===== src/rtl/hc_pkg.sv =====
package hc_pkg;

    localparam int HC_DIMS = 4;

    typedef enum logic [1:0] {
        ST_IDLE,
        ST_PRIME,
        ST_SEARCH
    } eng_state_e;

    // one-hot decision of the active node in a search cycle
    typedef struct packed {
        logic hop;
        logic back;
        logic win;
        logic lose;
    } step_t;

    // index of the lowest set bit, 0 when the vector is empty
    function automatic int lowest_set(input logic [31:0] v);
        int r;
        r = 0;
        for (int i = 31; i >= 0; i--) begin
            if (v[i]) r = i;
        end
        return r;
    endfunction

    function automatic int dim_width(input int dims);
        return (dims > 1) ? $clog2(dims) : 1;
    endfunction

endpackage


===== src/rtl/hc_node.sv =====
module hc_node #(
    parameter int DIMS = 4,
    parameter int ID   = 0
) (
    input  logic            clk,
    input  logic            rst,
    input  logic [DIMS-1:0] dst_i,
    input  logic [DIMS-1:0] busy_i,
    input  logic [DIMS-1:0] pass_i,
    input  logic            enter_i,
    input  logic            nogo_i,
    output logic [DIMS-1:0] cand_o
);
    typedef logic [DIMS-1:0] addr_t;
    localparam addr_t HERE = addr_t'(ID);

    addr_t cand_q;
    addr_t cand_d;

    always_comb begin
        cand_d = (HERE ^ dst_i) & ~busy_i & pass_i;
    end

    always_ff @(posedge clk) begin
        if (rst) begin
            cand_q <= '0;
        end else if (enter_i) begin
            cand_q <= cand_d;
        end else if (nogo_i) begin
            cand_q <= cand_q & (cand_q - addr_t'(1));
        end
    end

    assign cand_o = cand_q;


    nogo_target_chk: assert property (@(posedge clk) disable iff (rst)
        nogo_i |-> (cand_q != '0));

endmodule


===== src/rtl/hc_link_map.sv =====
module hc_link_map #(
    parameter int DIMS  = 4,
    parameter int NODES = 16,
    parameter int DW    = 2
) (
    input  logic                  clk,
    input  logic                  rst,
    input  logic                  load_i,
    input  logic [NODES*DIMS-1:0] init_i,
    input  logic                  claim_i,
    input  logic                  release_i,
    input  logic [DIMS-1:0]       node_i,
    input  logic [DW-1:0]         dim_i,
    output logic [NODES*DIMS-1:0] map_o
);
    typedef logic [DIMS-1:0] addr_t;

    logic [NODES*DIMS-1:0] map_q;
    logic [NODES*DIMS-1:0] map_d;
    addr_t                 far_end;

    always_comb begin
        far_end = node_i ^ (addr_t'(1) << dim_i);
        map_d   = map_q;
        for (int n = 0; n < NODES; n++) begin
            for (int d = 0; d < DIMS; d++) begin
                if ((claim_i || release_i) && (int'(dim_i) == d) &&
                    ((node_i == addr_t'(n)) || (far_end == addr_t'(n)))) begin
                    map_d[n*DIMS+d] = claim_i;
                end
            end
        end
    end

    always_ff @(posedge clk) begin
        if (rst) begin
            map_q <= '0;
        end else if (load_i) begin
            map_q <= init_i;
        end else begin
            map_q <= map_d;
        end
    end

    assign map_o = map_q;


    claim_release_excl_chk: assert property (@(posedge clk) disable iff (rst)
        !(claim_i && release_i));

endmodule


===== src/rtl/hc_hop_stack.sv =====
module hc_hop_stack #(
    parameter int DIMS = 4,
    parameter int DW   = 2,
    parameter int CW   = 3
) (
    input  logic               clk,
    input  logic               rst,
    input  logic               clear_i,
    input  logic               push_i,
    input  logic               pop_i,
    input  logic [DW-1:0]      dim_i,
    output logic [CW-1:0]      depth_o,
    output logic [DW-1:0]      top_o,
    output logic [DIMS*DW-1:0] flat_o
);
    logic [DW-1:0] ent_q [DIMS];
    logic [CW-1:0] depth_q;

    always_ff @(posedge clk) begin
        if (rst) begin
            depth_q <= '0;
            for (int i = 0; i < DIMS; i++) ent_q[i] <= '0;
        end else if (clear_i) begin
            depth_q <= '0;
        end else if (push_i) begin
            for (int i = 0; i < DIMS; i++) begin
                if (depth_q == CW'(i)) ent_q[i] <= dim_i;
            end
            depth_q <= depth_q + CW'(1);
        end else if (pop_i) begin
            depth_q <= depth_q - CW'(1);
        end
    end

    always_comb begin
        top_o = '0;
        for (int i = 0; i < DIMS; i++) begin
            if (depth_q == CW'(i + 1)) top_o = ent_q[i];
        end
    end

    for (genvar g = 0; g < DIMS; g++) begin : g_flat
        assign flat_o[g*DW +: DW] = ent_q[g];
    end

    assign depth_o = depth_q;


    stack_room_chk: assert property (@(posedge clk) disable iff (rst)
        push_i |-> (depth_q < CW'(DIMS)));


    stack_pop_chk: assert property (@(posedge clk) disable iff (rst)
        pop_i |-> (depth_q != '0));

endmodule


===== src/rtl/hc_path_engine.sv =====
module hc_path_engine
    import hc_pkg::*;
#(
    parameter int DIMS = HC_DIMS
) (
    input  logic                          clk,
    input  logic                          rst,
    input  logic                          start_i,
    input  logic [DIMS-1:0]               src_i,
    input  logic [DIMS-1:0]               dst_i,
    input  logic [(1<<DIMS)*DIMS-1:0]     busy_init_i,
    input  logic [(1<<DIMS)-1:0]          iso_i,
    output logic                          done_o,
    output logic                          ok_o,
    output logic [$clog2(DIMS+1)-1:0]     hop_cnt_o,
    output logic [DIMS*dim_width(DIMS)-1:0] hops_o,
    output logic [(1<<DIMS)*DIMS-1:0]     busy_o
);
    localparam int NODES = 1 << DIMS;
    localparam int DW    = dim_width(DIMS);
    localparam int CW    = $clog2(DIMS + 1);

    typedef logic [DIMS-1:0] addr_t;
    typedef logic [DW-1:0]   dim_t;

    eng_state_e state_q;
    addr_t      cur_q, src_q, dst_q;
    logic [NODES-1:0] iso_q;
    logic       done_q, ok_q;

    logic [NODES*DIMS-1:0] map;
    logic [DIMS-1:0] cand_all [NODES];
    logic [DIMS-1:0] eff_all  [NODES];
    logic [NODES-1:0] enter_vec, nogo_vec;

    logic [CW-1:0] depth;
    dim_t          back_dim;
    step_t         step;
    addr_t         cur_cand, nbr, prev;
    dim_t          hop_dim, link_dim;
    logic          claim, rel, load;

    // per-node link state and candidate registers
    for (genvar g = 0; g < NODES; g++) begin : g_node
        logic [DIMS-1:0] eff, pass;
        for (genvar d = 0; d < DIMS; d++) begin : g_dim
            localparam int NB = g ^ (1 << d);
            assign eff[d]  = map[g*DIMS+d] | map[NB*DIMS+d];
            assign pass[d] = !iso_q[NB] || (dst_q == addr_t'(NB));
        end
        assign eff_all[g] = eff;
        hc_node #(.DIMS(DIMS), .ID(g)) u_node (
            .clk    (clk),
            .rst    (rst),
            .dst_i  (dst_q),
            .busy_i (eff),
            .pass_i (pass),
            .enter_i(enter_vec[g]),
            .nogo_i (nogo_vec[g]),
            .cand_o (cand_all[g])
        );
    end

    always_comb begin
        cur_cand = cand_all[cur_q];
        hop_dim  = dim_t'(lowest_set(32'(cur_cand)));
        nbr      = cur_q ^ (addr_t'(1) << hop_dim);
        prev     = cur_q ^ (addr_t'(1) << back_dim);
    end

    always_comb begin
        step      = '0;
        enter_vec = '0;
        nogo_vec  = '0;
        claim     = 1'b0;
        rel       = 1'b0;
        load      = (state_q == ST_IDLE) && start_i;
        link_dim  = hop_dim;
        case (state_q)
            ST_PRIME: enter_vec[src_q] = 1'b1;
            ST_SEARCH: begin
                if (cur_q == dst_q) begin
                    step.win = 1'b1;
                end else if (cur_cand != '0) begin
                    step.hop       = 1'b1;
                    claim          = 1'b1;
                    enter_vec[nbr] = 1'b1;
                end else if (depth == '0) begin
                    step.lose = 1'b1;
                end else begin
                    step.back      = 1'b1;
                    rel            = 1'b1;
                    link_dim       = back_dim;
                    nogo_vec[prev] = 1'b1;
                end
            end
            default: ;
        endcase
    end

    hc_link_map #(.DIMS(DIMS), .NODES(NODES), .DW(DW)) u_map (
        .clk      (clk),
        .rst      (rst),
        .load_i   (load),
        .init_i   (busy_init_i),
        .claim_i  (claim),
        .release_i(rel),
        .node_i   (cur_q),
        .dim_i    (link_dim),
        .map_o    (map)
    );

    hc_hop_stack #(.DIMS(DIMS), .DW(DW), .CW(CW)) u_stack (
        .clk    (clk),
        .rst    (rst),
        .clear_i(load),
        .push_i (step.hop),
        .pop_i  (step.back),
        .dim_i  (hop_dim),
        .depth_o(depth),
        .top_o  (back_dim),
        .flat_o (hops_o)
    );

    always_ff @(posedge clk) begin
        if (rst) begin
            state_q <= ST_IDLE;
            cur_q   <= '0;
            src_q   <= '0;
            dst_q   <= '0;
            iso_q   <= '0;
            done_q  <= 1'b0;
            ok_q    <= 1'b0;
        end else begin
            done_q <= 1'b0;
            case (state_q)
                ST_IDLE: if (start_i) begin
                    src_q   <= src_i;
                    dst_q   <= dst_i;
                    cur_q   <= src_i;
                    iso_q   <= iso_i;
                    state_q <= ST_PRIME;
                end
                ST_PRIME: state_q <= ST_SEARCH;
                ST_SEARCH: begin
                    if (step.hop)  cur_q <= nbr;
                    if (step.back) cur_q <= prev;
                    if (step.win || step.lose) begin
                        done_q  <= 1'b1;
                        ok_q    <= step.win;
                        state_q <= ST_IDLE;
                    end
                end
                default: state_q <= ST_IDLE;
            endcase
        end
    end

    assign done_o    = done_q;
    assign ok_o      = ok_q;
    assign hop_cnt_o = depth;
    assign busy_o    = map;

    int idx_a, idx_b;
    always_comb begin
        idx_a = int'(cur_q) * DIMS + int'(hop_dim);
        idx_b = int'(nbr) * DIMS + int'(hop_dim);
    end


    hop_free_link_chk: assert property (@(posedge clk) disable iff (rst)
        step.hop |-> !eff_all[cur_q][hop_dim]);


    claim_both_ends_chk: assert property (@(posedge clk) disable iff (rst)
        step.hop |=> (map[$past(idx_a)] && map[$past(idx_b)]));


    iso_pass_chk: assert property (@(posedge clk) disable iff (rst)
        step.hop |-> (!iso_q[nbr] || (nbr == dst_q)));


    hop_reduces_chk: assert property (@(posedge clk) disable iff (rst)
        step.hop |-> ($countones(nbr ^ dst_q) + 1 == $countones(cur_q ^ dst_q)));


    done_pulse_chk: assert property (@(posedge clk) disable iff (rst)
        done_o |=> !done_o);


    lose_empty_chk: assert property (@(posedge clk) disable iff (rst)
        (done_o && !ok_o) |-> (hop_cnt_o == '0));

endmodule


===== config.mk =====
export PLATFORM = sky130hd
export DESIGN_NAME = hc_path_engine
export DESIGN_NICKNAME = d
export VERILOG_FILES = /design/src/rtl/hc_pkg.sv /design/src/rtl/hc_node.sv /design/src/rtl/hc_link_map.sv /design/src/rtl/hc_hop_stack.sv /design/src/rtl/hc_path_engine.sv
export SDC_FILE = /design/constraint.sdc
export NUM_CORES = 1
export LEC_CHECK = 0
export BUFFER_PORTS_ARGS = -buffer_cell sky130_fd_sc_hd__buf_2
export CELL_PAD_IN_SITES_DETAIL_PLACEMENT = 1
export CELL_PAD_IN_SITES_GLOBAL_PLACEMENT = 1
export CORE_MARGIN = 2
export CORE_UTILIZATION = 39
export DETAILED_ROUTE_END_ITERATION = 8
export GPL_ROUTABILITY_DRIVEN = 0
export PLACE_DENSITY = 0.85
export SLEW_MARGIN = 20
export SYNTH_ARGS = -nofsm -noshare
export SYNTH_HDL_FRONTEND = slang
export SYNTH_SLANG_ARGS = --single-unit

===== constraint.sdc =====
create_clock -name clk -period 3.4 [get_ports clk]
set_input_delay 0.68 -clock clk [delete_from_list [all_inputs] [get_ports clk]]
set_output_delay 0.68 -clock clk [all_outputs]
set_load 0.02 [all_outputs]

---- After elaboration in Yosys (flattened, before gate mapping) ----
Memory sizes are Yosys's and may differ from the RTL's.
Cells that the tools add are included.
storage, ports and cells
  RAM bits ................................ 8
  output and inout port bits .............. 77
  logic and storage cells ................. 685
  memories kept ........................... 1
  bits of input ports ..................... 91
  register bits ........................... 163
cells by class
  bitwise logic cells ..................... 120
  mux-type cells .......................... 173
  add/sub/neg operators ................... 18
  eq/ne operators ......................... 58
  shifts and indexed selects .............. 3
  $lt $le $gt $ge ......................... 7
  reduce and logical (&&, ||, !) cells .... 217
memory list
  name           words  width  read ports  clocked after memory_dff  wr ports  RTL line            text
  u_stack.ent_q  4      2      4           0                         4         hc_hop_stack.sv:16  logic [DW-1:0] ent_q [DIMS];
operators by type and width
  operator               number
  $and A4 B4 Y4          48
  $reduce_bool A2 Y1     82
  $mux W4                38
  $mux W1                100
  $eq A4 B4 Y1 const B   24
  $mux W16               6
  $logic_and A1 B1 Y1    72
  $not A4 Y4             17
  $mux W64               1
  $sub A4 B1 Y4 const B  16
  $eq A4 B3 Y1 const B   12
  $mux W2                19
  $or A1 B1 Y1           36
  $logic_or A1 B1 Y1     34
  $pmux W16 S2           1
  $eq A4 B2 Y1 const B   6
  $bmux W4 S4            1
  $logic_not A1 Y1       16
  $lt A4 B5 Y1 const B   3
  $demux W1 S4           3
  $eq A4 B1 Y1 const B   3
  $ge A4 B1 Y1 const B   3
  $logic_not A4 Y1       3
  $not A2 Y2             6
  25 further kinds       46

---- Logic depth before layout (Yosys ltp) ----
Gate-level depths: netlist of the first run.
  depth after elaboration ................. 19
  mapped depth ............................ 14
  gate-level depth less buffers ........... 10

---- By module ----
Synthesis of the first run repeated with hierarchy kept, for this count alone.
unflattened totals
  cells, all modules ...................... 1217
  area total of the unflattened synthesis .. 10099.7 µm²
by module, submodules not included
  module                           instances  cells each  area an instance (µm²)
  hc_path_engine                   1          437         3319.4
  hc_link_map                      1          399         3146.8
  hc_hop_stack                     1          62          634.4
  hc_node (g_node[12].u_node ...)  3          20          190.2
  hc_node (g_node[1].u_node ...)   3          20          187.7
  hc_node (g_node[13].u_node ...)  2          21          190.2
  hc_node (g_node[8].u_node)       1          19          190.2
  hc_node (g_node[0].u_node)       1          18          188.9
  hc_node (g_node[2].u_node)       1          19          187.7
  hc_node (g_node[5].u_node)       1          21          187.7
  hc_node (g_node[11].u_node)      1          20          183.9
  hc_node (g_node[15].u_node)      1          21          183.9
  hc_node (g_node[10].u_node)      1          19          181.4
  hc_node (g_node[14].u_node)      1          20          181.4

---- Least setup slack after synthesis of the first run ----
No wires, ideal clock.
  kind .................................... flip-flop to flip-flop
  start ................................... reg u_stack.depth_q[2], in the netlist u_stack.depth_o[2]
  end ..................................... reg u_map.map_q[1], in the netlist u_map.map_o[1]
  buffers on the path ..................... 2
  library setup time ...................... 0.121 ns
  cell stages (with the launch flop) ...... 13
  data required time ...................... 3.279 ns
  setup slack ............................. 0.024 ns
  arrival time ............................ 3.255 ns
  path through ............................ dfxtp_1 clkbuf_1 inv_1 ha_1 buf_2 and3b_1 a31oi_1 a211oi_1 a31o_2 a32o_1 a21o_1 o21ai_0 mux2_2
between the ends
  cells in the longest elaborated chain, start to end .. 15
  elaborated cells between the ends (all ways) .. 26
  those cells by class .................... eq/ne: 5; shift: 1; mux: 12; bitwise: 1; reduce/logical: 7
RTL lines
  item                                   RTL line              text
  start: declaration                     hc_hop_stack.sv:17    logic [CW-1:0] depth_q;
  start signal: assignment               hc_hop_stack.sv:29    depth_q <= depth_q + CW'(1);
  start signal: assignment               hc_hop_stack.sv:31    depth_q <= depth_q - CW'(1);
  $eq A3 B1 Y1                           hc_hop_stack.sv:38    if (depth_q == CW'(i + 1)) top_o = ent_q[i];
  $mux W2 (4 in series)                  hc_hop_stack.sv:38
  $mux W2                                hc_path_engine.sv:88  end else if (depth == '0) begin
  $mux W2                                hc_path_engine.sv:84  end else if (cur_cand != '0) begin
  $mux W2                                hc_path_engine.sv:82  if (cur_q == dst_q) begin
  $mux W2                                hc_path_engine.sv:79  case (state_q)
  $shl A1 B2 Y4                          hc_link_map.sv:23     far_end = node_i ^ (addr_t'(1) << dim_i);
  $xor A4 B4 Y4                          hc_link_map.sv:23
  $logic_not A4 Y1                       hc_link_map.sv:28     ((node_i == addr_t'(n)) || (far_end == addr_t'(n)))) begin
  $logic_or A1 B1 Y1                     hc_link_map.sv:28
  $logic_and A1 B1 Y1 *                  hc_link_map.sv:27     if ((claim_i || release_i) && (int'(dim_i) == d) &&
  $reduce_bool A2 Y1 (no source line) *  -
  end signal: assignment                 hc_link_map.sv:39     map_q <= init_i;
  end signal: assignment                 hc_link_map.sv:41     map_q <= map_d;
  end: declaration                       hc_link_map.sv:18     logic [NODES*DIMS-1:0] map_q;
Mark *: on every way between the ends. The rest lies on a longest branch, timed or not.
A chain may end at the register's enable or synchronous reset.

---- Worst setup path after layout of the first run ----
  start ................................... reg cur_q[0]
  end ..................................... reg g_node[8].u_node.cand_q[3]
between the ends
  cells in the longest elaborated chain, start to end .. 18
  elaborated cells between the ends (all ways) .. 32
  those cells by class .................... order compare: 4; eq/ne: 1; shift: 1; mux: 19; bitwise: 3; reduce/logical: 4
RTL lines
  item                                                                       RTL line               text
  start: declaration                                                         hc_path_engine.sv:27   addr_t cur_q, src_q, dst_q;
  start signal: assignment                                                   hc_path_engine.sv:140  cur_q <= src_i;
  start signal: assignment                                                   hc_path_engine.sv:146  if (step.hop) cur_q <= nbr;
  start signal: assignment                                                   hc_path_engine.sv:147  if (step.back) cur_q <= prev;
  $not A4 Y5 (not written as such)                                           hc_path_engine.sv:65   cur_cand = cand_all[cur_q];
  $bmux W4 S4                                                                hc_path_engine.sv:65
  $mux W4 (not written as such) (2 in series)                                hc_path_engine.sv:65
  $mux W2 (4 in series)                                                      hc_pkg.sv:24           if (v[i]) r = i;
  $shl A1 B2 Y4                                                              hc_path_engine.sv:67   nbr = cur_q ^ (addr_t'(1) << hop_dim);
  $xor A4 B4 Y4                                                              hc_path_engine.sv:67
  $lt A4 B5 Y1 (not written as such) / $ge A4 B1 Y1 (equally long branches)  hc_path_engine.sv:87   enter_vec[nbr] = 1'b1;
  $logic_and A1 B1 Y1 (not written as such)                                  hc_path_engine.sv:87
  $mux W1 (not written as such)                                              hc_path_engine.sv:87
  $demux W1 S4                                                               hc_path_engine.sv:87
  $mux W16                                                                   hc_path_engine.sv:84
  $mux W16                                                                   hc_path_engine.sv:82
  $pmux W16 S2                                                               hc_path_engine.sv:79
  $mux W4 / $reduce_bool A2 Y1 (equally long branches)                       -
  end signal: assignment                                                     hc_node.sv:28          cand_q <= cand_d;
  end signal: assignment                                                     hc_node.sv:30          cand_q <= cand_q & (cand_q - addr_t'(1));
  end: declaration                                                           hc_node.sv:17          addr_t cand_q;
Parallel ways exist; a longest one is shown, timed or not. The select of a mux whose other input is x is not followed.

==> out/metrics.json, run 1 <==
{
  "outcome": "complete, but fails checks",
  "violations": "setup timing",
  "finalClockSkew_ns": 0.0123,
  "htree_levels": 4,
  "synth_area_per_cell_um2": 8.45,
  "power_leakage_nw": 5.41,
  "setup.worst_path.class": "flop to flop",
  "report.power.total_mw": 6.26,
  "antenna_left": 0,
  "timing.critical_path.cells": "buf_12, mux4_2, nand2_1, nand4_2, nor4_4, o211ai_2, buf_4, or4_1, o211ai_1, o21ai_1",
  "synth_warnings": 0,
  "maximum_single_stage_delay_on_the_critical_path_ns": 0.53,
  "critPathBufInv": 2,
  "layout_common_cells": "166 x sky130_fd_sc_hd__buf_2, 162 x sky130_fd_sc_hd__dfxtp_1, 118 x sky130_fd_sc_hd__nand2_1, 115 x sky130_fd_sc_hd__a21oi_1, 101 x sky130_fd_sc_hd__buf_4",
  "area_growth_synth_to_finish_pct": 24.1,
  "timing_worst_slew_pin_value_ns": 0.979,
  "final-setup-viol-count": 10,
  "tritoncts": "done",
  "dp.cells": 1751,
  "initial_antenna_violation_count": 1,
  "critical_path.startpoint_type": "flop",
  "routed_via_density": 6.75,
  "place_worst_setup_slack_ns": -0.161,
  "critPathMaxFanout": 18,
  "grt-busiest-layer": "met2",
  "timing.final.crit_share_pct": 102,
  "switching_share_pct": 37.4,
  "fillCellCount": 3125,
  "synthesis.area_mm2": 0.0105,
  "drtPass1Iterations": 6,
  "synth_top_cell_area_share_pct": 31.2,
  "clock_root_cell": "sky130_fd_sc_hd__clkbuf_16",
  "switching_power_mw": 2.34,
  "fp.dieH_um": 168,
  "clock_insertion_delay_worst_skew_ns": 0.46,
  "detail_route.wirelength_um": 48200,
  "cts_hold_buffers": 0,
  "fp.dieW_um": 168,
  "vias_in_the_first_global_route": 12100,
  "drt_drc_violations_left": 0,
  "irDropWorstVdd_v": 0.000240,
  "layout_commonest_cell": "sky130_fd_sc_hd__buf_2",
  "part_of_the_yosys_area_used_for_sequential_elements_pct": 33.5,
  "internal_power_mw": 3.92,
  "global_route_overflow": 0,
  "met1_usage_pct": 42.4,
  "die_area_mm2": 0.0281,
  "design.portCount": 168,
  "cp_data_required_time_ns": 3.74,
  "groute.usage.overall_pct": 33.3,
  "clk_transition_reported_paths_ns": 0.08,
  "cts_max_path_buffers": 2,
  "timing_max_transition_violations_final": 0,
  "floorplan_core_area_mm2": 0.0262,
  "synth-async-reset-ratio_pct": 0,
  "clock_sink_count": 171,
  "postSynthCellCount": 1237,
  "timing.final.hold_violations": 0,
  "number_of_clock_buffers_inserted_by_tritoncts": 17,
  "start_util_pct": 39.9,
  "via_count": 12100,
  "p_per_area_mw_per_mm2": 482,
  "gr-usage-met3_pct": 8.06,
  "timing.hold.worst.class": "flop to flop",
  "numnets_final": 1539,
  "wl_per_cell_um": 26.9,
  "grt_max_degree": 89,
  "grt_pass1_wl_um": 72000,
  "cp_top_family": "simple AND/OR/NAND/NOR gates",
  "synth_edf_count": 8,
  "rsz0062_at_grt": "yes",
  "post_synth_num_cell_types": 94,
  "critPathArrivalTime_ns": 3.83,
  "worstSetupEndpointType": "flop",
  "max_cap_violations": 0,
  "dominantRegCellSynth": "sky130_fd_sc_hd__dfxtp_1",
  "ys_ff_latch": 171,
  "final-instance-count-excl-fill": 1787,
  "synth.largest_area_cell": "sky130_fd_sc_hd__dfxtp_1",
  "yosys-top-cells-area": "sky130_fd_sc_hd__dfxtp_1 31%, sky130_fd_sc_hd__a21oi_1 5.7%, sky130_fd_sc_hd__nand2_1 4.2%",
  "timing.fmax_mhz": 287,
  "numPortBuffers": 167,
  "core.rowCount": 59,
  "fraction_of_final_layout_cells_sized_beyond_drive_strength_1_pct": 29.6,
  "worst_path_max_delay_cell": "sky130_fd_sc_hd__mux4_2",
  "hpwl_um": 35300,
  "clock_power_share_pct": 34.4,
  "pwr-share-comb_pct": 29.3,
  "setup_ws_ns": -0.0845,
  "grt_met2_use_pct": 51.2,
  "share_seq_of_total_power_pct": 36.3,
  "worst_case_headroom_to_the_max_slew_limit_pct": 34.0,
  "synthesis.nets": 1338,
  "finalWorstPathRequiredPeriod_ns": 3.48,
  "first_iter_violations": 1624
}
==> flip-flops by register name, summed over array words and instances, names as in the netlist <==
register,flops
u_stack.ent_q,8
g_node.u_node.cand_o,64
u_stack.depth_o,3
done_o,1
iso_q,16
cur_q,4
src_q,4
u_map.map_o,64
state_q,2
dst_q,4
ok_o,1
==> timing repair <==
action	CTS	global route
setup endpoints to repair	41	114
pin swaps	0	5
setup buffers	0	3
gates resized for setup	12	42
hold endpoints to repair	0	0
==> through the flow <==
step	cell area, µm²	TNS [ns]	utilization (%)	hold slack [ns]
final	13000	-0.269	49.5	0.456
after global routing	13000	-1.50	49.5	0.474
after CTS	12800	-0.00279	48.9	0.457
after detailed placement	12100	-1.32	46.3	0.445
after global placement	12100	0	46.3	0.442
after floorplan	10500	0	-	0.433
==> cell type report <==
cell class	count	area (µm²)	share of cell area, %
diodes	1	2.50	0.0193
repair buffers	271	1670	12.9
clock inverters	11	140	1.08
clock buffers	21	482	3.71
multi-input cells	933	6600	50.8
inverters	44	165	1.27
well taps	335	419	3.23
flip-flops and latches	171	3500	27.0
==> worst paths after layout <==
kind                                start                         end  slack (ns)  cells past startpoint
worst max-delay path             cur_q[0]  g_node[8].u_node.cand_o[3]       -0.08                     10
worst min-delay path            iso_q[11]                   iso_q[11]        0.46                      2
worst max register to register   cur_q[0]  g_node[8].u_node.cand_o[3]       -0.08                     10
worst min register to register  iso_q[11]                   iso_q[11]        0.46                      2
==> per-layer routing <==
metal,share of wire (%),wire (µm)
met5,0,0
met4,6.6,3190
met3,10,4960
met2,44,21100
met1,39,18900
==> cells in the mapped netlist (all sizes together), types with 13 or more instances <==
master	count
dfxtp	163
nand2	122
a21oi	120
nor2	82
o21ai	66
nand3	64
clkbuf	55
o211ai	44
inv	42
mux2i	41
buf	34
nor2b	28
o211a	27
nand4	24
a221oi	22
mux2	19
nor3	17
a211oi	16
mux4	16
nand2b	14
o311ai	13
==> cells by family (layout without fill, tap and decap cells) <==
group	count (synthesis)	in the layout	share of synthesized area, %
and+or+nand+nor	412	412	19.9
buffers and inverters	133	347	5.35
other	0	1	0
adders and majority gates	10	10	1.20
AOI/OAI and AO/OA	430	430	30.2
muxes	76	76	9.41
DFF	171	171	33.5
xor gates and xnor gates	5	5	0.419
==> power by group through the flow <==
stage	sequential [mW]	clock, mW	combinational [mW]
2_1_floorplan	2.37	0	0.892
3_3_place_gp	2.31	0	1.63
3_5_place_dp	2.31	0	1.69
4_1_cts	2.27	2.14	1.73
5_1_grt	2.29	2.24	1.89
6_report	2.27	2.15	1.83
==> worst reg2reg max path: cells and delay by family (launching register included) <==
kind / cells / cell delay (ns)
multiplexers: 1 / 0.54
flip-flops: 1 / 0.40
AND/OR/NAND/NOR: 4 / 1.31
AO/OA/AOI/OAI: 3 / 0.66
buffers and inverters: 2 / 0.46
Power figures use the tool's default switching activity.
==> inputs of run 2 (changes only) <==
--- a/config.mk
+++ b/config.mk
@@ -6,13 +6,13 @@
 export NUM_CORES = 1
 export LEC_CHECK = 0
 export BUFFER_PORTS_ARGS = -buffer_cell sky130_fd_sc_hd__buf_2
-export CELL_PAD_IN_SITES_DETAIL_PLACEMENT = 1
-export CELL_PAD_IN_SITES_GLOBAL_PLACEMENT = 1
 export CORE_MARGIN = 2
-export CORE_UTILIZATION = 39
+export CORE_UTILIZATION = 45
 export DETAILED_ROUTE_END_ITERATION = 8
 export GPL_ROUTABILITY_DRIVEN = 0
-export PLACE_DENSITY = 0.85
+export GPL_TIMING_DRIVEN = 0
+export PLACE_DENSITY = 0.76
+export SKIP_CTS_REPAIR_TIMING = 1
 export SLEW_MARGIN = 20
 export SYNTH_ARGS = -nofsm -noshare
 export SYNTH_HDL_FRONTEND = slang
==> out/metrics.json, run 2 (synthesis results as in run 1) <==
{
  "global_route_overflow": {"value": 0, "change": "unchanged"},
  "timing.fmax": {"value": 286, "unit": "MHz", "change": "-0.25%"},
  "number_of_clock_buffers_inserted_by_tritoncts": {"value": 17, "change": "unchanged"},
  "critPathArrivalTime": {"value": 3.83, "unit": "ns", "change": "about the same"},
  "rsz0062_at_grt": "yes",
  "clk_transition_reported_paths": {"value": 0.07, "unit": "ns", "change": "about the same"},
  "hpwl": {"value": 32100, "unit": "µm", "change": "-9.3%"},
  "fraction_of_final_layout_cells_sized_beyond_drive_strength_1": {"value": 27.4, "unit": "%", "change": "-2.2 points"},
  "drt_drc_violations_left": {"value": 0, "change": "unchanged"},
  "layout_common_cells": "174 x sky130_fd_sc_hd__buf_2, 161 x sky130_fd_sc_hd__dfxtp_1, 117 x sky130_fd_sc_hd__nand2_1, 112 x sky130_fd_sc_hd__a21oi_1, 78 x sky130_fd_sc_hd__nor2_1",
  "place_worst_setup_slack": {"value": -0.790, "unit": "ns", "change": "-0.629 ns"},
  "power_leakage": {"value": 5.23, "unit": "nW", "change": "-3.3%"},
  "groute.usage.overall": {"value": 33.7, "unit": "%", "change": "+0.44 points"},
  "irDropWorstVdd": {"value": 0.000344, "unit": "V", "change": "+44%"},
  "setup.worst_path.class": "flop to flop",
  "violations": "setup timing",
  "final_core_utilization": {"value": 57.4, "unit": "%", "change": "+7.9 points"},
  "fillCellCount": {"value": 1996, "change": "-36%"},
  "fp.dieW": {"value": 156, "unit": "µm", "change": "-6.7%"},
  "floorplan_core_area": {"value": 0.0227, "unit": "mm²", "change": "-13%"},
  "via_count": {"value": 12200, "change": "+1.1%"},
  "finalWorstPathRequiredPeriod": {"value": 3.49, "unit": "ns", "change": "+0.00883 ns"},
  "grt_pass1_wl": {"value": 62800, "unit": "µm", "change": "-13%"},
  "detail_route.wirelength": {"value": 43900, "unit": "µm", "change": "-8.8%"},
  "outcome": "complete, but fails checks",
  "vias_in_the_first_global_route": {"value": 11100, "change": "-8.2%"},
  "initial_antenna_violation_count": {"value": 0, "change": "-1"},
  "max_cap_violations": {"value": 0, "change": "unchanged"},
  "multi_input_gate_area_in_the_final_layout": {"value": 0.00693, "unit": "mm²", "change": "+5.1%"},
  "numnets_final": {"value": 1541, "change": "+0.13%"},
  "antenna_left": {"value": 0, "change": "unchanged"},
  "ff_latch_area": {"value": 0.00351, "unit": "mm²", "change": "about the same"},
  "core.rowCount": {"value": 55, "change": "-6.8%"},
  "cts_max_path_buffers": {"value": 2, "change": "unchanged"},
  "critical_path.startpoint_type": "flop",
  "area_growth_synth_to_finish_pct": 24.7,
  "start_util": {"value": 46.1, "unit": "%", "change": "+6.1 points"},
  "final-setup-viol-count": {"value": 15, "change": "+5"},
  "design.portCount": {"value": 168, "change": "unchanged"},
  "numPortBuffers": {"value": 166, "change": "-0.60%"},
  "drtPass1Iterations": {"value": 9, "change": "+3"},
  "clock_sink_count": {"value": 171, "change": "unchanged"},
  "cp_data_required_time": {"value": 3.74, "unit": "ns", "change": "about the same"},
  "timing_max_transition_violations_final": {"value": 0, "change": "unchanged"},
  "timing.hold.worst.class": "flop to flop",
  "tritoncts": "done",
  "htree_levels": {"value": 4, "change": "unchanged"},
  "finalClockSkew": {"value": 0.00939, "unit": "ns", "change": "-0.00294 ns"},
  "worstSetupEndpointType": "flop",
  "die_area": {"value": 0.0245, "unit": "mm²", "change": "-13%"},
  "routed_via_density": {"value": 7.02, "change": "+4.0%"},
  "insertedDiodeCount": {"value": 0, "change": "-1"},
  "timing.final.crit_share": {"value": 103, "unit": "%", "change": "+0.26 points"},
  "clock_root_cell": "sky130_fd_sc_hd__clkbuf_16",
  "p_per_area": {"value": 464, "unit": "mW/mm²", "change": "-3.8%"},
  "grt_max_degree": {"value": 17, "change": "-81%"},
  "first_iter_violations": {"value": 2316, "change": "+43%"},
  "critPathMaxFanout": {"value": 10, "change": "-8"},
  "fp.dieH": {"value": 156, "unit": "µm", "change": "-6.7%"},
  "layout_commonest_cell": "sky130_fd_sc_hd__buf_2",
  "setup_ws": {"value": -0.0933, "unit": "ns", "change": "-0.00883 ns"},
  "worst_case_headroom_to_the_max_slew_limit": {"value": 28.5, "unit": "%", "change": "-5.5 points"},
  "wl_per_cell": {"value": 25.3, "unit": "µm", "change": "-6.3%"},
  "timing.final.hold_violations": {"value": 0, "change": "unchanged"},
  "clock_insertion_delay_worst_skew": {"value": 0.45, "unit": "ns", "change": "about the same"},
  "timing_worst_slew_pin_value": {"value": 1.06, "unit": "ns", "change": "+0.0817 ns"}
}
run 2: cell count changes in the layout (fill, tap and decap cells not counted), sizes merged:
cell and change:
buf -52, bufinv -1, clkbuf +51, clkinv +4, clkinvlp +2, diode -1, inv -2
run 2: area by class of cell:
class	instances	share of cell area [%]
clock buffer	18	3.29
sequential	171	26.9
buffer	83	3.40
clock inverter	14	1.04
multi-input combinational	933	53.2
inverter	44	1.27
tap	285	2.73
timing repair buffer	190	8.23
run 2: where the power goes:
part,internal [mW],switching [mW]
logic,0.564,1.25
registers,2.14,0.129
clock network,1.03,0.933
run 2: metrics by stage:
step	TNS, ns	total power, mW	hold slack (ns)	instance area [µm²]	cells
floorplan	0	3.26	0.433	10500	1237
global placement	-40.76	3.85	0.443	11600	1688
detailed placement	-47.13	3.87	0.447	11600	1688
CTS	-49.53	5.78	0.456	12200	1720
global route	-4.21	6.18	0.472	13000	1738
finish	-0.607	6.05	0.461	13000	1738
run 2: worst paths after layout:
path / from / endpoint / slack (ns) / cells after the start
max: u_stack.depth_o[2] / u_map.map_o[3] / -0.09 / 12
min: iso_q[1] / iso_q[1] / 0.46 / 2
max reg2reg: u_stack.depth_o[2] / u_map.map_o[3] / -0.09 / 12
min reg2reg: iso_q[1] / iso_q[1] / 0.46 / 2
run 2: critical path, stage by stage (launching register included):
cell and delay [ns]:
sky130_fd_sc_hd__dfxtp_2 0.38, sky130_fd_sc_hd__buf_6 0.17, sky130_fd_sc_hd__inv_1 0.09, sky130_fd_sc_hd__ha_1 0.20, sky130_fd_sc_hd__clkbuf_4 0.19, sky130_fd_sc_hd__and3b_1 0.24
sky130_fd_sc_hd__a31o_2 0.27, sky130_fd_sc_hd__a211oi_2 0.36, sky130_fd_sc_hd__a41o_2 0.35, sky130_fd_sc_hd__nand4_1 0.21, sky130_fd_sc_hd__buf_4 0.22, sky130_fd_sc_hd__a31oi_4 0.32
sky130_fd_sc_hd__mux2_2 0.38
run 2: routing by layer:
metal,track usage [%],vias to the layer above,part of all wire (%)
li1,-,5106,-
met5,0,-,0
met2,49.6,1129,41
met3,11.2,322,15
met1,43.2,5636,36
met4,19.4,0,7.7
==> inputs of run 3 (changes only) <==
--- a/config.mk
+++ b/config.mk
@@ -6,12 +6,14 @@
 export NUM_CORES = 1
 export LEC_CHECK = 0
 export BUFFER_PORTS_ARGS = -buffer_cell sky130_fd_sc_hd__buf_2
+export CELL_PAD_IN_SITES_DETAIL_PLACEMENT = 0
+export CELL_PAD_IN_SITES_GLOBAL_PLACEMENT = 1
 export CORE_MARGIN = 2
-export CORE_UTILIZATION = 45
+export CORE_UTILIZATION = 39
 export DETAILED_ROUTE_END_ITERATION = 8
 export GPL_ROUTABILITY_DRIVEN = 0
 export GPL_TIMING_DRIVEN = 0
-export PLACE_DENSITY = 0.76
+export PLACE_DENSITY = 0.85
 export SKIP_CTS_REPAIR_TIMING = 1
 export SLEW_MARGIN = 20
 export SYNTH_ARGS = -nofsm -noshare
==> out/metrics.json, run 3 (synthesis results as in run 1) <==
{
  "global_route_overflow": {"value": 0, "change": "unchanged"},
  "floorplan_core_area": {"value": 0.0262, "unit": "mm²", "change": "+15%"},
  "cts_max_path_buffers": {"value": 2, "change": "unchanged"},
  "groute.usage.overall": {"value": 30.0, "unit": "%", "change": "-3.8 points"},
  "setup_tns": {"value": -0.0641, "unit": "ns", "change": "+0.542 ns"},
  "finalWorstPathRequiredPeriod": {"value": 3.42, "unit": "ns", "change": "-0.0716 ns"},
  "detail_route.wirelength": {"value": 45200, "unit": "µm", "change": "+3.0%"},
  "wl_per_cell": {"value": 25.1, "unit": "µm", "change": "-0.52%"},
  "design.portCount": {"value": 168, "change": "unchanged"},
  "timing.rr.start": "u_stack.depth_o[2]",
  "timing.final.hold_violations": {"value": 0, "change": "unchanged"},
  "cp_data_required_time": {"value": 3.74, "unit": "ns", "change": "about the same"},
  "startpoint": "u_stack.depth_o[2]",
  "irDropWorstVdd": {"value": 0.000293, "unit": "V", "change": "-15%"},
  "first_iter_violations": {"value": 1531, "change": "-34%"},
  "critPathMaxFanout": {"value": 10, "change": "unchanged"},
  "final-instance-count-excl-fill": {"value": 1800, "change": "+3.6%"},
  "numPortBuffers": {"value": 166, "change": "unchanged"},
  "via_count": {"value": 11800, "change": "-3.6%"},
  "hp-start": "iso_q[8]",
  "finished_layout_cell_area": {"value": 0.0133, "unit": "mm²", "change": "+1.7%"},
  "fp.dieW": {"value": 168, "unit": "µm", "change": "+7.2%"},
  "timing.hold.worst.class": "flop to flop",
  "hpwl": {"value": 33700, "unit": "µm", "change": "+5.0%"},
  "setup.worst_path.class": "flop to flop",
  "final_core_utilization": {"value": 50.6, "unit": "%", "change": "-6.8 points"},
  "clk_transition_reported_paths": {"value": 0.08, "unit": "ns", "change": "about the same"},
  "layout_commonest_cell": "sky130_fd_sc_hd__buf_2",
  "place_area": {"value": 0.0117, "unit": "mm²", "change": "+0.54%"},
  "timing.fmax": {"value": 292, "unit": "MHz", "change": "+2.1%"},
  "power_leakage": {"value": 5.32, "unit": "nW", "change": "+1.7%"},
  "clock_sink_count": {"value": 171, "change": "unchanged"},
  "insertedDiodeCount": {"value": 0, "change": "unchanged"},
  "critical_path.startpoint_type": "flop",
  "final-setup-viol-count": {"value": 4, "change": "-11"},
  "finalClockSkew": {"value": 0.0118, "unit": "ns", "change": "+0.00243 ns"},
  "outcome": "complete, but fails checks",
  "htree_levels": {"value": 4, "change": "unchanged"},
  "worstSetupEndpointType": "flop",
  "core.rowCount": {"value": 59, "change": "+7.3%"},
  "numnets_final": {"value": 1553, "change": "+0.78%"},
  "initial_antenna_violation_count": {"value": 0, "change": "unchanged"},
  "timing.final.crit_share": {"value": 101, "unit": "%", "change": "-2.1 points"},
  "start_util": {"value": 39.9, "unit": "%", "change": "-6.1 points"},
  "routed_via_density": {"value": 6.53, "change": "-6.9%"},
  "clock_root_cell": "sky130_fd_sc_hd__clkbuf_16",
  "fraction_of_final_layout_cells_sized_beyond_drive_strength_1": {"value": 28.9, "unit": "%", "change": "+1.6 points"},
  "grt_pass1_wl": {"value": 64200, "unit": "µm", "change": "+2.4%"},
  "violations": "setup timing",
  "layout_common_cells": "174 x sky130_fd_sc_hd__buf_2, 159 x sky130_fd_sc_hd__dfxtp_1, 117 x sky130_fd_sc_hd__nand2_1, 109 x sky130_fd_sc_hd__a21oi_1, 76 x sky130_fd_sc_hd__nor2_1",
  "tritoncts": "done",
  "vias_in_the_first_global_route": {"value": 10800, "change": "-2.9%"},
  "max_cap_violations": {"value": 0, "change": "unchanged"},
  "place_worst_setup_slack": {"value": -0.805, "unit": "ns", "change": "-0.0155 ns"},
  "worst_case_headroom_to_the_max_slew_limit": {"value": 25.2, "unit": "%", "change": "-3.3 points"},
  "clock_insertion_delay_worst_skew": {"value": 0.45, "unit": "ns", "change": "about the same"},
  "timing_max_transition_violations_final": {"value": 0, "change": "unchanged"},
  "p_per_area": {"value": 466, "unit": "mW/mm²", "change": "+0.55%"},
  "area_growth_synth_to_finish_pct": 26.8,
  "antenna_left": {"value": 0, "change": "unchanged"},
  "drt_drc_violations_left": {"value": 0, "change": "unchanged"},
  "grt_max_degree": {"value": 18, "change": "+1"},
  "timing_worst_slew_pin_value": {"value": 1.11, "unit": "ns", "change": "+0.0489 ns"},
  "critPathArrivalTime": {"value": 3.76, "unit": "ns", "change": "-0.07 ns"},
  "die_area": {"value": 0.0281, "unit": "mm²", "change": "+15%"},
  "dp.cells": {"value": 1738, "change": "+3.0%"},
  "rsz0062_at_grt": "yes",
  "number_of_clock_buffers_inserted_by_tritoncts": {"value": 17, "change": "unchanged"},
  "fp.dieH": {"value": 168, "unit": "µm", "change": "+7.2%"},
  "drtPass1Iterations": {"value": 8, "change": "-1"},
  "setup_ws": {"value": -0.0217, "unit": "ns", "change": "+0.0716 ns"}
}
==> run 3: cell type report <==
class	count	area, µm²
fillers	2470	12900
multi-input cells	935	7010
flip-flops and latches	171	3510
repair buffers	199	1100
clock buffers	19	443
plain buffers	84	439
well taps	335	419
clock inverters	13	174
inverters	44	165
==> run 3: worst paths after layout <==
| path | to | slack [ns] | cells past startpoint |
|---|---|---|---|
| setup / recovery | u_map.map_o[35] | -0.02 | 12 |
| hold / removal | iso_q[8] | 0.45 | 2 |
| setup reg to reg | u_map.map_o[35] | -0.02 | 12 |
| hold reg to reg | iso_q[8] | 0.45 | 2 |
==> run 3: per-stage QoR <==
| stage | total power [mW] | hold WS, ns |
|---|---|---|
| global placement | 3.89 | 0.447 |
| floorplan | 3.26 | 0.433 |
| global route | 6.35 | 0.473 |
| CTS | 5.96 | 0.460 |
| finish | 6.19 | 0.453 |
| detailed placement | 3.90 | 0.448 |
==> run 3: routing by layer <==
| layer | global-route usage, % | up-vias | part of all wire, % |
|---|---|---|---|
| met3 | 10.5 | 169 | 14 |
| met1 | 39.2 | 5594 | 39 |
| met2 | 45.0 | 842 | 42 |
| met4 | 12.4 | 0 | 4.9 |
| li1 | - | 5152 | - |
| met5 | 0 | - | 0 |
==> run 3: critical path, cell delays in order (launching register included) <==
cell	delay (ns)
sky130_fd_sc_hd__dfxtp_2	0.38
sky130_fd_sc_hd__buf_6	0.17
sky130_fd_sc_hd__inv_2	0.07
sky130_fd_sc_hd__ha_1	0.19
sky130_fd_sc_hd__clkbuf_4	0.20
sky130_fd_sc_hd__and3b_1	0.25
sky130_fd_sc_hd__a31o_2	0.29
sky130_fd_sc_hd__a211oi_2	0.33
sky130_fd_sc_hd__a41o_2	0.36
sky130_fd_sc_hd__nand4_1	0.22
sky130_fd_sc_hd__buf_4	0.22
sky130_fd_sc_hd__a31oi_4	0.26
sky130_fd_sc_hd__mux2_2	0.37
==> run 3: report_power, final <==
| part | leakage, nW | internal, mW | switching [mW] | total, mW |
|---|---|---|---|---|
| clock | 0.303 | 1.14 | 0.957 | 2.10 |
| sequential | 1.41 | 2.14 | 0.123 | 2.27 |
| combinational | 3.61 | 0.560 | 1.26 | 1.82 |
| total | 5.32 | 3.84 | 2.34 | 6.19 |
